--- src/rtl/cam_mon_pkg.sv ---
package cam_mon_pkg;
   typedef enum logic [1:0] {
      REG_WIDTH  = 2'd0,
      REG_HEIGHT = 2'd1,
      REG_CTRL   = 2'd2,
      REG_STAT   = 2'd3
   } cfg_reg_e;

   typedef struct packed {
      logic sof;
      logic eof;
      logic sol;
      logic eol;
   } marks_t;

   localparam int CTRL_LINE_EN_BIT  = 4;
   localparam int CTRL_FRAME_EN_BIT = 5;
   localparam int STAT_LINE_BIT     = 0;
   localparam int STAT_FRAME_BIT    = 1;
endpackage

--- src/rtl/cam_src_mux.sv ---
module cam_src_mux
   import cam_mon_pkg::*;
#(
   parameter int NUM_CAMS = 4,
   parameter int PIX_W    = 12,
   parameter int SEL_W    = 2
) (
   input  logic [SEL_W-1:0]          sel,
   input  logic [NUM_CAMS-1:0]       valid_in,
   input  logic [NUM_CAMS-1:0]       sof_in,
   input  logic [NUM_CAMS-1:0]       eof_in,
   input  logic [NUM_CAMS-1:0]       sol_in,
   input  logic [NUM_CAMS-1:0]       eol_in,
   input  logic [NUM_CAMS*PIX_W-1:0] data_in,
   output logic                      valid_out,
   output logic [PIX_W-1:0]          data_out,
   output marks_t                    marks_out
);
   localparam int FULL_DECODE = ((1 << SEL_W) == NUM_CAMS) ? 1 : 0;

   logic [PIX_W-1:0] data_arr [NUM_CAMS];
   logic             sel_ok;

   for (genvar k = 0; k < NUM_CAMS; k++) begin : g_slice
      assign data_arr[k] = data_in[k*PIX_W +: PIX_W];
   end

   if (FULL_DECODE == 1) begin : g_full
      assign sel_ok = 1'b1;
   end else begin : g_part
      assign sel_ok = (32'(sel) < NUM_CAMS);
   end

   always_comb begin
      valid_out = 1'b0;
      data_out  = '0;
      marks_out = '0;
      if (sel_ok) begin
         valid_out     = valid_in[sel];
         data_out      = data_arr[sel];
         marks_out.sof = sof_in[sel];
         marks_out.eof = eof_in[sel];
         marks_out.sol = sol_in[sel];
         marks_out.eol = eol_in[sel];
      end
   end
endmodule

--- src/rtl/cam_line_tracker.sv ---
module cam_line_tracker
   import cam_mon_pkg::*;
#(
   parameter int RES_W = 16
) (
   input  logic             clk,
   input  logic             rst_n,
   input  logic             pix_valid,
   input  marks_t           marks,
   input  logic [RES_W-1:0] width,
   input  logic [RES_W-1:0] height,
   output logic             short_line_p,
   output logic             short_frame_p,
   output logic             in_frame
);
   localparam logic [RES_W-1:0] CNT_MAX = '1;

   logic             in_frame_q, in_line_q;
   logic [RES_W-1:0] pix_q, lines_q;
   logic [RES_W:0]   lines_total;
   logic             line_short, frame_short;

   assign lines_total = {1'b0, lines_q} + (RES_W+1)'(in_line_q);
   assign line_short  = in_line_q && (pix_q < width);
   assign frame_short = in_frame_q && (lines_total < {1'b0, height});
   assign in_frame    = in_frame_q;

   always_comb begin
      short_line_p  = 1'b0;
      short_frame_p = 1'b0;
      if (marks.sof || marks.eof) begin
         short_line_p  = line_short;
         short_frame_p = frame_short;
      end else if (marks.sol || marks.eol) begin
         short_line_p  = line_short;
      end
   end

   always_ff @(posedge clk) begin
      if (!rst_n) begin
         in_frame_q <= 1'b0;
         in_line_q  <= 1'b0;
         pix_q      <= '0;
         lines_q    <= '0;
      end else if (marks.sof) begin
         in_frame_q <= 1'b1;
         in_line_q  <= 1'b0;
         pix_q      <= '0;
         lines_q    <= '0;
      end else if (marks.eof) begin
         in_frame_q <= 1'b0;
         in_line_q  <= 1'b0;
         pix_q      <= '0;
         lines_q    <= '0;
      end else if (marks.sol) begin
         if (in_line_q && lines_q != CNT_MAX) lines_q <= lines_q + 1'b1;
         in_line_q <= 1'b1;
         pix_q     <= '0;
      end else if (marks.eol) begin
         if (in_line_q && lines_q != CNT_MAX) lines_q <= lines_q + 1'b1;
         in_line_q <= 1'b0;
         pix_q     <= '0;
      end else if (pix_valid && in_line_q && pix_q != CNT_MAX) begin
         pix_q <= pix_q + 1'b1;
      end
   end
endmodule

--- src/rtl/cam_cfg_regs.sv ---
module cam_cfg_regs
   import cam_mon_pkg::*;
#(
   parameter int               RES_W      = 16,
   parameter int               SEL_W      = 2,
   parameter logic [RES_W-1:0] RST_WIDTH  = 16'd1920,
   parameter logic [RES_W-1:0] RST_HEIGHT = 16'd1080
) (
   input  logic             clk,
   input  logic             rst_n,
   input  logic             cfg_we,
   input  logic [1:0]       cfg_addr,
   input  logic [31:0]      cfg_wdata,
   input  logic             short_line_p,
   input  logic             short_frame_p,
   output logic [RES_W-1:0] width,
   output logic [RES_W-1:0] height,
   output logic [SEL_W-1:0] sel_req,
   output logic [1:0]       status,
   output logic             irq
);
   logic [1:0] irq_en;
   logic [1:0] clr, hit;
   logic       wr_stat;

   assign wr_stat = cfg_we && (cfg_reg_e'(cfg_addr) == REG_STAT);
   assign clr     = wr_stat ? {cfg_wdata[STAT_FRAME_BIT], cfg_wdata[STAT_LINE_BIT]} : 2'b00;
   assign hit     = {short_frame_p, short_line_p};
   assign irq     = |(status & irq_en);

   always_ff @(posedge clk) begin
      if (!rst_n) begin
         width   <= RST_WIDTH;
         height  <= RST_HEIGHT;
         sel_req <= '0;
         irq_en  <= '0;
      end else if (cfg_we) begin
         case (cfg_reg_e'(cfg_addr))
            REG_WIDTH:  width  <= cfg_wdata[RES_W-1:0];
            REG_HEIGHT: height <= cfg_wdata[RES_W-1:0];
            REG_CTRL: begin
               sel_req <= cfg_wdata[SEL_W-1:0];
               irq_en  <= {cfg_wdata[CTRL_FRAME_EN_BIT], cfg_wdata[CTRL_LINE_EN_BIT]};
            end
            default: ;
         endcase
      end
   end

   for (genvar b = 0; b < 2; b++) begin : g_sticky
      always_ff @(posedge clk) begin
         if (!rst_n) status[b] <= 1'b0;
         else        status[b] <= (status[b] & ~clr[b]) | hit[b];
      end
   end
endmodule

--- src/rtl/cam_stream_monitor.sv ---
module cam_stream_monitor
   import cam_mon_pkg::*;
#(
   parameter int               NUM_CAMS   = 4,
   parameter int               PIX_W      = 12,
   parameter int               RES_W      = 16,
   parameter logic [RES_W-1:0] RST_WIDTH  = 16'd1920,
   parameter logic [RES_W-1:0] RST_HEIGHT = 16'd1080,
   localparam int              SEL_W      = (NUM_CAMS > 1) ? $clog2(NUM_CAMS) : 1
) (
   input  logic                      clk,
   input  logic                      rst_n,
   input  logic [NUM_CAMS-1:0]       cam_valid,
   input  logic [NUM_CAMS-1:0]       cam_sof,
   input  logic [NUM_CAMS-1:0]       cam_eof,
   input  logic [NUM_CAMS-1:0]       cam_sol,
   input  logic [NUM_CAMS-1:0]       cam_eol,
   input  logic [NUM_CAMS*PIX_W-1:0] cam_data,
   input  logic                      cfg_we,
   input  logic [1:0]                cfg_addr,
   input  logic [31:0]               cfg_wdata,
   output logic                      out_valid,
   output logic [PIX_W-1:0]          out_data,
   output logic                      ev_sof,
   output logic                      ev_eof,
   output logic                      ev_sol,
   output logic                      ev_eol,
   output logic [SEL_W-1:0]          act_cam,
   output logic                      sts_short_line,
   output logic                      sts_short_frame,
   output logic                      irq
);
   initial begin
      assert (NUM_CAMS >= 1 && NUM_CAMS <= 16) else $error("NUM_CAMS out of range");
      assert (RES_W >= 2 && RES_W <= 32) else $error("RES_W must be 2..32");
      assert (PIX_W >= 1) else $error("PIX_W must be positive");
   end

   logic             mux_valid;
   logic [PIX_W-1:0] mux_data;
   marks_t           mux_marks;
   logic [RES_W-1:0] width, height;
   logic [SEL_W-1:0] sel_req, act_q;
   logic [1:0]       status;
   logic             short_line_p, short_frame_p, in_frame;

   cam_src_mux #(.NUM_CAMS(NUM_CAMS), .PIX_W(PIX_W), .SEL_W(SEL_W)) u_mux (
      .sel(act_q), .valid_in(cam_valid), .sof_in(cam_sof), .eof_in(cam_eof),
      .sol_in(cam_sol), .eol_in(cam_eol), .data_in(cam_data),
      .valid_out(mux_valid), .data_out(mux_data), .marks_out(mux_marks)
   );

   cam_line_tracker #(.RES_W(RES_W)) u_trk (
      .clk(clk), .rst_n(rst_n), .pix_valid(mux_valid), .marks(mux_marks),
      .width(width), .height(height), .short_line_p(short_line_p),
      .short_frame_p(short_frame_p), .in_frame(in_frame)
   );

   cam_cfg_regs #(.RES_W(RES_W), .SEL_W(SEL_W),
                  .RST_WIDTH(RST_WIDTH), .RST_HEIGHT(RST_HEIGHT)) u_regs (
      .clk(clk), .rst_n(rst_n), .cfg_we(cfg_we), .cfg_addr(cfg_addr),
      .cfg_wdata(cfg_wdata), .short_line_p(short_line_p),
      .short_frame_p(short_frame_p), .width(width), .height(height),
      .sel_req(sel_req), .status(status), .irq(irq)
   );

   always_ff @(posedge clk) begin
      if (!rst_n)         act_q <= '0;
      else if (!in_frame) act_q <= sel_req;
   end

   always_ff @(posedge clk) begin
      if (!rst_n) begin
         out_valid <= 1'b0;
         out_data  <= '0;
         ev_sof    <= 1'b0;
         ev_eof    <= 1'b0;
         ev_sol    <= 1'b0;
         ev_eol    <= 1'b0;
      end else begin
         out_valid <= mux_valid;
         out_data  <= mux_data;
         ev_sof    <= mux_marks.sof;
         ev_eof    <= mux_marks.eof;
         ev_sol    <= mux_marks.sol;
         ev_eol    <= mux_marks.eol;
      end
   end

   assign act_cam         = act_q;
   assign sts_short_line  = status[STAT_LINE_BIT];
   assign sts_short_frame = status[STAT_FRAME_BIT];
endmodule

--- config.mk ---
export PLATFORM = sky130hd
export DESIGN_NAME = cam_stream_monitor
export DESIGN_NICKNAME = d
export VERILOG_FILES = /design/src/rtl/cam_mon_pkg.sv /design/src/rtl/cam_src_mux.sv /design/src/rtl/cam_line_tracker.sv /design/src/rtl/cam_cfg_regs.sv /design/src/rtl/cam_stream_monitor.sv
export SDC_FILE = /design/constraint.sdc
export NUM_CORES = 1
export LEC_CHECK = 0
export BUFFER_PORTS_ARGS = -buffer_cell sky130_fd_sc_hd__buf_2
export CORE_MARGIN = 2
export CORE_UTILIZATION = 40
export CTS_CLUSTER_SIZE = 16
export DETAILED_ROUTE_END_ITERATION = 7
export GPL_TIMING_DRIVEN = 1
export PLACE_DENSITY_LB_ADDON = 0.2
export SLEW_MARGIN = 20
export SYNTH_ARGS = -nofsm -noshare
export SYNTH_HDL_FRONTEND = slang
export SYNTH_HIERARCHICAL = 1
export SYNTH_SLANG_ARGS = --single-unit
export TNS_END_PERCENT = 50
--- constraint.sdc ---
create_clock -name clk -period 3.3 [get_ports clk]
set_input_delay 0.33 -clock clk [delete_from_list [all_inputs] [get_ports clk]]
set_output_delay 0.33 -clock clk [all_outputs]
set_load 0.1 [all_outputs]
Yosys cells after proc, flatten, opt, wreduce, memory -nomap -nowiden
Cells that the tools add are included.
- multipliers: 0
- add/subtract/negate cells: 3
- muxes and demuxes: 24
- magnitude comparators: 4
- shifts and indexed selects: 0
- reductions and logical operators: 17
- equal/unequal tests: 5
- div/mod/pow operators: 0
- bitwise logic cells: 9
- operator list (kind ; number):
    $mux 16 ; 3
    $add 16x1->16 const B ; 2
    $ne 16x16->1 const B ; 2
    $bmux 12 s2 ; 1
    $mux 12 ; 2
    $add 16x1->17 ; 1
    $lt 17x16->1 ; 1
    $lt 16x16->1 ; 1
    $mux 1 ; 12
    $bmux 1 s2 ; 5
    $logic_and 1x1->1 ; 6
    $reduce_and 2->1 ; 3
    $reduce_or 5->1 ; 1
    $eq 2x2->1 const B ; 2
    $reduce_bool 2->1 ; 2
    $ge 3x3->1 const B ; 1
    $lt 2x3->1 const B ; 1
    $not 1->1 ; 3
    $not 2->3 ; 1
    $reduce_or 3->1 ; 1
    $and 1x1->1 ; 2
    $and 2x2->2 ; 1
    $eq 2x1->1 const B ; 1
    $logic_not 2->1 ; 1
    4 further kinds ; 6
- bits in read-only memories: 0
- memories kept: 0
- bits in writable memories: 0
- bits in latches: 0
- logic and storage cells: 79
- bits in registers: 91

Depth between registers and ports, before layout
Gate-level depths: netlist of run 1.
- depth after elaboration: 6
- mapped depth: 14
- depth with buffers taken out: 13

By module
The synthesis of run 1 kept the hierarchy.
- by module, submodules not included (module ; cells each ; area an instance (um^2) ; times used):
    cam_line_tracker ; 341 ; 2671.3 ; 1
    cam_cfg_regs ; 157 ; 1522.7 ; 1
    cam_stream_monitor ; 41 ; 530.5 ; 1
    cam_src_mux ; 21 ; 450.4 ; 1

Least setup slack after synthesis of run 1
No wires, ideal clock.
- path type: register to register
- start: register act_q[0], in the netlist act_cam[0]
- end: register u_trk.lines_q[11]
- data required time: 3.172 ns
- setup time: 0.128 ns
- arrival: 2.736 ns
- cell stages (with the launch flop): 9
- setup slack: 0.436 ns
- buffers on the path: 2
- path through: dfxtp_1 -> buf_6 -> mux4_1 -> o21ai_2 -> or3_1 -> clkbuf_1 -> nor4_1 -> xnor2_1 -> nor2_1
- RTL lines (what ; RTL line ; source):
    from (decl) ; cam_stream_monitor.sv:43 ; logic [SEL_W-1:0] sel_req, act_q;
    from (signal assigned) ; cam_stream_monitor.sv:69 ; else if (!in_frame) act_q <= sel_req;
    to (signal assigned) ; cam_line_tracker.sv:56 ; if (in_line_q && lines_q != CNT_MAX) lines_q <= lines_q + 1'b1;
    to (signal assigned) ; cam_line_tracker.sv:60 ; if (in_line_q && lines_q != CNT_MAX) lines_q <= lines_q + 1'b1;
    to (decl) ; cam_line_tracker.sv:19 ; logic [RES_W-1:0] pix_q, lines_q;

Worst setup path in the final report of run 1
- start: register u_trk.lines_q[4]
- end: register u_regs.status[1]
- longest elaborated chain between the ends: 5
- RTL lines (what ; RTL line ; source):
    $add 16x1->17 ; cam_line_tracker.sv:23 ; assign lines_total = {1'b0, lines_q} + (RES_W+1)'(in_line_q);
    $lt 17x16->1 ; cam_line_tracker.sv:25 ; assign frame_short = in_frame_q && (lines_total < {1'b0, height});
    $logic_and 1x1->1 ; cam_line_tracker.sv:25 ;
    $mux 1 ; cam_line_tracker.sv:31 ; if (marks.sof || marks.eof) begin
    via short_frame_p ; cam_stream_monitor.sv:45 ; logic short_line_p, short_frame_p, in_frame;
    $or 1x1->1 ; cam_cfg_regs.sv:53 ; else status[b] <= (status[b] & ~clr[b]) | hit[b];
    to (signal, indexed assignment) ; cam_cfg_regs.sv:53 ;
    to (decl) ; cam_cfg_regs.sv:19 ; output logic [1:0] status,
The timed path passes the listed nets, and every way through them passes these cells.
A chain may end at the register's enable or synchronous reset.

==> impl_metrics.xml, run 1 <==
<?xml version="1.0" encoding="UTF-8"?>
<metrics>
  <group name="synthesis">
    <metric name="postSynthNetCount" unit="">699</metric>
    <metric name="synth.yosys.warnings" unit="">6</metric>
    <metric name="postSynth.topFlopCell" unit="">sky130_fd_sc_hd__dfxtp_1</metric>
    <metric name="yosysSeqAreaShare" unit="%">35.2</metric>
    <metric name="area_fraction_in_compound_gates_after_synthesis" unit="%">6.50</metric>
    <metric name="netlist.area_leader.share" unit="%">35.2</metric>
    <metric name="syn-mean-instance-area" unit="µm²">9.24</metric>
    <metric name="post_synth_and_or_nand_nor_area_fraction" unit="%">22.7</metric>
    <metric name="synthTopCellsByArea" unit="">sky130_fd_sc_hd__dfxtp_1, sky130_fd_sc_hd__ha_1, sky130_fd_sc_hd__mux2i_1, sky130_fd_sc_hd__nand2_1, sky130_fd_sc_hd__xnor2_1</metric>
    <metric name="gate_count_of_the_mapped_netlist" unit="">560</metric>
    <metric name="number_of_flops_mapped_to_enable_cells_by_yosys" unit="">0</metric>
    <metric name="yosys.area.top_type" unit="">sky130_fd_sc_hd__dfxtp_1</metric>
    <metric name="synth_fa_ha_area_share" unit="%">8.22</metric>
    <metric name="xor_xnor_share_of_the_synthesized_area" unit="%">6.77</metric>
    <metric name="synthMuxAreaShare" unit="%">14.1</metric>
    <metric name="yosys.cell_types.count" unit="">54</metric>
    <metric name="total_standard_cell_area_after_synthesis" unit="µm²">5170</metric>
    <metric name="async_sr_flop_fraction" unit="%">0</metric>
    <metric name="synth_top_family_by_area" unit="">simple AND/OR/NAND/NOR gates</metric>
    <metric name="synth.ff_latch_count" unit="">91</metric>
  </group>
  <group name="die">
    <metric name="core.rowCount" unit="">41</metric>
    <metric name="starting_density_of_the_core" unit="%">41.0</metric>
    <metric name="boundaryPins" unit="">127</metric>
    <metric name="core_region_area" unit="µm²">12600</metric>
    <metric name="die_width" unit="µm">118</metric>
    <metric name="die_area" unit="µm²">13900</metric>
    <metric name="height_of_the_die" unit="µm">118</metric>
  </group>
  <group name="timing">
    <metric name="rsz_0062_raised_after_global_routing" unit="">no</metric>
    <metric name="layout_worst_path_cycle_share" unit="%">90.1</metric>
    <metric name="fin_setup_tns" unit="ns">0</metric>
    <metric name="slew_viols_final" unit="">0</metric>
    <metric name="setup_viol" unit="">0</metric>
    <metric name="period_minus_ws_final" unit="ns">2.97</metric>
    <metric name="fin_skew" unit="ns">0.00746</metric>
    <metric name="max_clock_freq" unit="MHz">336</metric>
    <metric name="worst-slew-pin-transition" unit="ns">0.909</metric>
    <metric name="hold_viol" unit="">0</metric>
    <metric name="worst_hold_margin" unit="ns">0.235</metric>
    <metric name="slew_headroom" unit="%">39.4</metric>
  </group>
  <group name="final_layout">
    <metric name="area_of_all_placed_cells_without_fillers" unit="µm²">6230</metric>
    <metric name="layout-drive-gt1-share" unit="%">23.4</metric>
    <metric name="final_common_cell" unit="">sky130_fd_sc_hd__buf_2</metric>
    <metric name="finalCoreUtilization" unit="%">49.3</metric>
    <metric name="mostFrequentLayoutCells" unit="">sky130_fd_sc_hd__buf_2, sky130_fd_sc_hd__dfxtp_1, sky130_fd_sc_hd__nand2_1, sky130_fd_sc_hd__inv_1, sky130_fd_sc_hd__nor2_1</metric>
    <metric name="nNetsFinal" unit="">804</metric>
    <metric name="area_growth_syn_to_layout" unit="%">20.3</metric>
    <metric name="diodes" unit="">0</metric>
  </group>
  <group name="placed_design">
    <metric name="dp_hpwl" unit="µm">9370</metric>
    <metric name="gp_congestion" unit="">0.888</metric>
    <metric name="post_dp_cell_area" unit="µm²">5850</metric>
    <metric name="i_o_buffers" unit="">110</metric>
  </group>
  <group name="clock_network">
    <metric name="cts_tree" unit="">done</metric>
    <metric name="cts_root_buffer" unit="">sky130_fd_sc_hd__clkbuf_16</metric>
    <metric name="clk_latency" unit="ns">0.35</metric>
    <metric name="cts.sink_count" unit="">91</metric>
    <metric name="cts_inserted_buffers" unit="">9</metric>
    <metric name="cts-htree-levels" unit="">3</metric>
    <metric name="cts_buffer_depth" unit="">2</metric>
    <metric name="clk_pin_slew_worst_paths" unit="ns">0.06</metric>
    <metric name="cts_setup_buffers" unit="">0</metric>
  </group>
  <group name="worst_hold_path">
    <metric name="min_delay_path_depth" unit="">2</metric>
    <metric name="hold_path_end" unit="">u_regs/status[1]</metric>
    <metric name="hold_path_startpoint" unit="">cfg_wdata[1]</metric>
    <metric name="worst_hold_path_type" unit="">in2reg</metric>
  </group>
  <group name="pwr">
    <metric name="power_density" unit="nW/µm²">443</metric>
    <metric name="cellLeakagePower" unit="µW">0.00265</metric>
    <metric name="ir_worst_vdd" unit="V">0.000283</metric>
  </group>
  <group name="global_route">
    <metric name="first_global_vias" unit="">4239</metric>
    <metric name="global_route.usage.total" unit="%">18.3</metric>
    <metric name="pin_count_of_the_biggest_net_entering_global_routing" unit="">52</metric>
    <metric name="grt_pass1_wl" unit="µm">20600</metric>
    <metric name="initial_antenna_violation_count" unit="">0</metric>
    <metric name="grt_overflow_total" unit="">0</metric>
  </group>
  <group name="critical_path">
    <metric name="timing.critical_path.fanout_max" unit="">4</metric>
    <metric name="reg2regPathDepth" unit="">12</metric>
    <metric name="reg2reg_to" unit="">u_regs/status[1]</metric>
    <metric name="setup.worst_path.start" unit="">u_trk/lines_q[4]</metric>
    <metric name="cp-end-kind" unit="">flip-flop</metric>
    <metric name="worst_ep_arrival_time" unit="ns">3.24</metric>
    <metric name="worstReg2RegStart" unit="">u_trk/lines_q[4]</metric>
    <metric name="startpoint_type" unit="">flip-flop</metric>
    <metric name="minimum_setup_slack_among_reg_to_reg_paths" unit="ns">0.33</metric>
    <metric name="worstPathRequired" unit="ns">3.57</metric>
    <metric name="critPathKind" unit="">reg2reg</metric>
  </group>
  <group name="drt">
    <metric name="drc_errors" unit="">0</metric>
    <metric name="first_pass_iters" unit="">4</metric>
    <metric name="postRouteAntennaNets" unit="">0</metric>
    <metric name="wire_per_inst" unit="µm">14.5</metric>
    <metric name="drt_first_iter_violations" unit="">203</metric>
    <metric name="via_count" unit="">4314</metric>
    <metric name="route.final.wire_length" unit="µm">12200</metric>
    <metric name="via_per_inst" unit="">5.12</metric>
  </group>
  <group name="outcome">
    <metric name="status" unit="">completed</metric>
  </group>
  <group name="job">
    <metric name="maxCapViolCount" unit="">0</metric>
  </group>
</metrics>
-- critical path: stages, from the launching register on --
cell,delay (ns)
sky130_fd_sc_hd__dfxtp_1,0.42
sky130_fd_sc_hd__nand3_1,0.16
sky130_fd_sc_hd__nor2_1,0.20
sky130_fd_sc_hd__nand2_1,0.16
sky130_fd_sc_hd__nor3_1,0.27
sky130_fd_sc_hd__xor2_1,0.19
sky130_fd_sc_hd__ha_1,0.26
sky130_fd_sc_hd__a21o_1,0.18
sky130_fd_sc_hd__a2111oi_0,0.37
sky130_fd_sc_hd__o31ai_1,0.18
sky130_fd_sc_hd__a211oi_2,0.21
sky130_fd_sc_hd__o21ai_0,0.10
sky130_fd_sc_hd__a31oi_1,0.18
-- layer usage --
layer	up-vias	wire length, µm	GRT usage (%)
met2	103	5650	29.6
met5	-	0	0
met1	2033	5700	23.9
li1	2165	-	-
met3	13	630	4.02
met4	0	195	6.85
-- cell families (layout without fill, tap and decap cells) --
| kind of cell | Yosys count | after routing |
|---|---|---|
| multiplexers | 49 | 49 |
| AO/OA/AOI/OAI | 54 | 54 |
| AND/OR/NAND/NOR | 222 | 222 |
| flip-flops | 91 | 91 |
| adder cells (fa/ha/maj) | 34 | 34 |
| buffers and inverters | 70 | 180 |
| XOR/XNOR | 40 | 40 |
-- stage by stage --
step	instances	setup slack, ns	total power (µW)
after global placement	826	0.369	1490
after floorplan	560	0.436	1400
final	842	0.328	2760
after CTS	842	0.248	2790
after global routing	842	0.0344	2860
after detailed placement	826	0.262	1500
-- power by group --
| part | leakage (µW) | internal (µW) | switching [µW] |
|---|---|---|---|
| clock network | 0.000179 | 839 | 447 |
| registers | 0.000742 | 1130 | 15.8 |
| logic | 0.00173 | 111 | 216 |
-- synth_stat cells, types with 3 or more instances --
cell and instances:
sky130_fd_sc_hd__mux4_1 7, sky130_fd_sc_hd__dfxtp_1 91, sky130_fd_sc_hd__mux4_2 10, sky130_fd_sc_hd__nand2_1 69, sky130_fd_sc_hd__nand4b_1 4, sky130_fd_sc_hd__xnor2_1 26
sky130_fd_sc_hd__clkbuf_1 10, sky130_fd_sc_hd__and4_1 3, sky130_fd_sc_hd__nand3_1 19, sky130_fd_sc_hd__nor2_1 43, sky130_fd_sc_hd__buf_2 8, sky130_fd_sc_hd__nor4_1 8
sky130_fd_sc_hd__a21oi_1 20, sky130_fd_sc_hd__mux2i_1 32, sky130_fd_sc_hd__and2_1 18, sky130_fd_sc_hd__nand4_1 12, sky130_fd_sc_hd__o211ai_1 6, sky130_fd_sc_hd__buf_4 3
sky130_fd_sc_hd__a211oi_1 3, sky130_fd_sc_hd__nor3_1 13, sky130_fd_sc_hd__inv_1 43, sky130_fd_sc_hd__nand4bb_1 3, sky130_fd_sc_hd__ha_1 34, sky130_fd_sc_hd__nor2b_1 7
sky130_fd_sc_hd__buf_6 5, sky130_fd_sc_hd__and3_1 4, sky130_fd_sc_hd__o21ai_0 12, sky130_fd_sc_hd__xor2_1 14
-- what timing repair did --
item                       in CTS  in global routing
setup endpoints to repair       0                  1
gates resized for setup         0                  1
hold buffers                    0                  0
-- cell type report --
| class | instances | area (µm²) |
|---|---|---|
| Tap cell | 172 | 215 |
| Sequential cell | 91 | 1820 |
| Fill cell | 1263 | 6390 |
| Inverter | 43 | 161 |
| Timing Repair Buffer | 121 | 633 |
| Clock inverter | 6 | 136 |
| Clock buffer | 10 | 239 |
| Multi-Input combinational cell | 399 | 3020 |
-- sequential cells by signal, summed over array words and instances (netlist names) --
signal	flops
out_valid	1
u_trk/in_line_q	1
ev_sof	1
u_regs/sel_req	2
ev_sol	1
u_regs/status	2
act_cam	2
u_regs/width	16
out_data	12
u_trk/lines_q	16
u_regs/irq_en	2
ev_eol	1
ev_eof	1
u_trk/pix_q	16
u_regs/height	16
u_trk/in_frame	1
-- worst max-delay path by stage --
stage	endpoint	slack, ns	cells after the start
finish	u_regs/status[1]	0.33	12
detailed placement	u_regs/status[1]	0.26	12
global placement	u_regs/status[1]	0.37	12
CTS	u_regs/status[1]	0.25	12
global route	u_regs/status[1]	0.03	12
floorplan	u_trk/lines_q[11]	0.44	8
Power figures use the tool's default switching activity.
==> run 2, diff against run 1 <==
Settings changed: GPL_TIMING_DRIVEN 1 to 0.
==> run 2 against run 1 <==
Routed wire length grew 2.9%. Critical path depth unchanged. Setup slack worse by 0.095 ns. Sequential power hardly changed. Power decreased by 7.1%. Clock skew fell by 0.0024 ns. Hold slack lost 0.027 ns. Critical path type unchanged.
==> impl_metrics.xml, run 2 (same netlist as run 1, synthesis figures left out) <==
<?xml version="1.0" encoding="UTF-8"?>
<metrics>
  <group name="global_route">
    <metric name="groute.layer.met2.usage" unit="%">31.1</metric>
    <metric name="grt_overflow_total" unit="">0</metric>
    <metric name="grt_pass1_wl" unit="µm">20800</metric>
    <metric name="globalRouteMet3Util" unit="%">4.75</metric>
    <metric name="grt_util_met1" unit="%">23.7</metric>
    <metric name="global_route.usage.total" unit="%">18.7</metric>
    <metric name="pin_count_of_the_biggest_net_entering_global_routing" unit="">18</metric>
    <metric name="first_global_vias" unit="">4409</metric>
    <metric name="global_route.peak_usage_layer" unit="">met2</metric>
    <metric name="initial_antenna_violation_count" unit="">0</metric>
  </group>
  <group name="placed_design">
    <metric name="placed_cells" unit="">842</metric>
    <metric name="gp_congestion" unit="">0.858</metric>
    <metric name="i_o_buffers" unit="">110</metric>
    <metric name="dp_hpwl" unit="µm">9950</metric>
  </group>
  <group name="critical_path">
    <metric name="library_cell_contributing_the_largest_single_delay_on_the_critical_path" unit="">sky130_fd_sc_hd__dfxtp_1</metric>
    <metric name="startpoint_type" unit="">flip-flop</metric>
    <metric name="critPathMaxStageDelay" unit="ns">0.45</metric>
    <metric name="worstPathRequired" unit="ns">3.58</metric>
    <metric name="reg2regPathDepth" unit="">12</metric>
    <metric name="minimum_setup_slack_among_reg_to_reg_paths" unit="ns">0.23</metric>
    <metric name="worstReg2RegStart" unit="">u_trk/lines_q[5]</metric>
    <metric name="worst_ep_arrival_time" unit="ns">3.35</metric>
    <metric name="critPathKind" unit="">reg2reg</metric>
    <metric name="cp-end-kind" unit="">flip-flop</metric>
    <metric name="timing.critical_path.fanout_max" unit="">7</metric>
    <metric name="reg2reg_to" unit="">u_regs/status[1]</metric>
    <metric name="cp_cell_sequence" unit="">nand3_2, nor2_1, nand2_1, nor3_2, xor2_1, ha_1, a21o_1, a2111oi_1, o31ai_1, a211oi_2, o21ai_0, a31oi_1</metric>
  </group>
  <group name="timing">
    <metric name="layout_worst_path_cycle_share" unit="%">92.9</metric>
    <metric name="max_clock_freq" unit="MHz">326</metric>
    <metric name="fin_skew" unit="ns">0.00502</metric>
    <metric name="setup_viol" unit="">0</metric>
    <metric name="slew_headroom" unit="%">62.2</metric>
    <metric name="worst-slew-pin-transition" unit="ns">0.563</metric>
    <metric name="hold_viol" unit="">0</metric>
    <metric name="slew_viols_final" unit="">0</metric>
    <metric name="period_minus_ws_final" unit="ns">3.07</metric>
  </group>
  <group name="drt">
    <metric name="drc_errors" unit="">0</metric>
    <metric name="first_pass_iters" unit="">4</metric>
    <metric name="via_per_inst" unit="">5.09</metric>
    <metric name="drt_first_iter_violations" unit="">183</metric>
    <metric name="via_count" unit="">4359</metric>
    <metric name="route.final.wire_length" unit="µm">12500</metric>
    <metric name="postRouteAntennaNets" unit="">0</metric>
    <metric name="wire_per_inst" unit="µm">14.6</metric>
  </group>
  <group name="final_layout">
    <metric name="finish.cell_count_without_fillers" unit="">857</metric>
    <metric name="diodes" unit="">0</metric>
    <metric name="nNetsFinal" unit="">819</metric>
    <metric name="final_common_cell" unit="">sky130_fd_sc_hd__buf_2</metric>
    <metric name="mostFrequentLayoutCells" unit="">sky130_fd_sc_hd__buf_2, sky130_fd_sc_hd__dfxtp_1, sky130_fd_sc_hd__nand2_1, sky130_fd_sc_hd__inv_1, sky130_fd_sc_hd__nor2_1</metric>
    <metric name="area_growth_syn_to_layout" unit="%">21.6</metric>
    <metric name="layout-drive-gt1-share" unit="%">25.0</metric>
  </group>
  <group name="worst_hold_path">
    <metric name="min_delay_path_depth" unit="">2</metric>
    <metric name="worst_hold_path_type" unit="">in2reg</metric>
    <metric name="hold_path_startpoint" unit="">cfg_wdata[1]</metric>
    <metric name="hold_path_end" unit="">u_regs/status[1]</metric>
  </group>
  <group name="clock_network">
    <metric name="cts_root_buffer" unit="">sky130_fd_sc_hd__clkbuf_16</metric>
    <metric name="cts_inserted_buffers" unit="">9</metric>
    <metric name="cts_tree" unit="">done</metric>
    <metric name="cts_buffer_depth" unit="">2</metric>
    <metric name="clk_pin_slew_worst_paths" unit="ns">0.07</metric>
    <metric name="cts-htree-levels" unit="">3</metric>
    <metric name="cts.sink_count" unit="">91</metric>
    <metric name="clk_latency" unit="ns">0.35</metric>
    <metric name="cts_setup_buffers" unit="">0</metric>
  </group>
  <group name="pwr">
    <metric name="ir_worst_vdd" unit="V">0.000229</metric>
    <metric name="cellLeakagePower" unit="µW">0.00266</metric>
    <metric name="total_power" unit="µW">2560</metric>
    <metric name="power_density" unit="nW/µm²">408</metric>
  </group>
  <group name="die">
    <metric name="starting_density_of_the_core" unit="%">41.0</metric>
    <metric name="boundaryPins" unit="">127</metric>
    <metric name="die_area" unit="µm²">13900</metric>
    <metric name="die_width" unit="µm">118</metric>
    <metric name="core_region_area" unit="µm²">12600</metric>
    <metric name="height_of_the_die" unit="µm">118</metric>
    <metric name="core.rowCount" unit="">41</metric>
  </group>
  <group name="job">
    <metric name="maxCapViolCount" unit="">0</metric>
  </group>
  <group name="outcome">
    <metric name="status" unit="">completed</metric>
  </group>
</metrics>
## run 2: metal layers
metal	share of wire [%]	vias up
li1	-	2198
met1	46	2028
met2	47	122
met3	6.0	11
met4	1.3	0
met5	0	-
## run 2: worst max-delay path: cells and delay by family, from the launching register on
kind | cells | cell delay [ns]
compound gates | 6 | 1.33
simple gates | 4 | 0.76
fa+ha+maj | 1 | 0.26
xor+xnor | 1 | 0.18
flops | 1 | 0.45
## run 2: power breakdown
group | total [µW] | switching, µW | internal [µW]
Combinational | 340 | 222 | 118
Sequential | 1150 | 15.5 | 1130
Clock | 1080 | 477 | 601
Total | 2560 | 714 | 1850
## run 2: area by class of cell
cell class / instances / area, µm²
buffer: 26 / 173
clock buffer: 9 / 225
clock inverter: 7 / 85.1
fill: 1224 / 6330
inverter: 43 / 161
multi-input combinational: 399 / 3060
sequential: 91 / 1820
tap: 172 / 215
timing repair buffer: 110 / 551
## run 2: timing repair
action / 4_1_cts / 5_1_grt
gates resized for setup: 1 / 10
pin swaps: 0 / 1
endpoints found under the setup margin: 1 / 1
hold buffers: 0 / 0
gates cloned: 0 / 0
## run 2: worst max path at each step
stage	startpoint	to	slack, ns	cells after the start
final	u_trk/lines_q[5]	u_regs/status[1]	0.23	12
after global routing	u_trk/lines_q[6]	u_regs/status[1]	-0.001	12
after CTS	u_trk/in_line_q	u_regs/status[1]	0.04	12
after detailed placement	u_trk/in_line_q	u_regs/status[1]	-0.1	12
after global placement	u_trk/in_line_q	u_regs/status[1]	-0.06	12
after floorplan	act_cam[0]	u_trk/lines_q[11]	0.44	8
## run 2: through the flow
stage / hold slack (ns) / cell area (µm²) / setup TNS (ns) / util (%) / setup slack (ns)
3_3_place_gp: 0.447 / 5940 / -0.0648 / 47.1 / -0.0648
3_5_place_dp: 0.454 / 5940 / -0.0980 / 47.1 / -0.0980
5_1_grt: 0.202 / 6290 / -0.00100 / 49.9 / -0.00100
2_1_floorplan: 0.430 / 5170 / 0 / - / 0.436
6_report: 0.207 / 6290 / 0 / 49.9 / 0.233
4_1_cts: 0.189 / 6260 / 0 / 49.6 / 0.0376
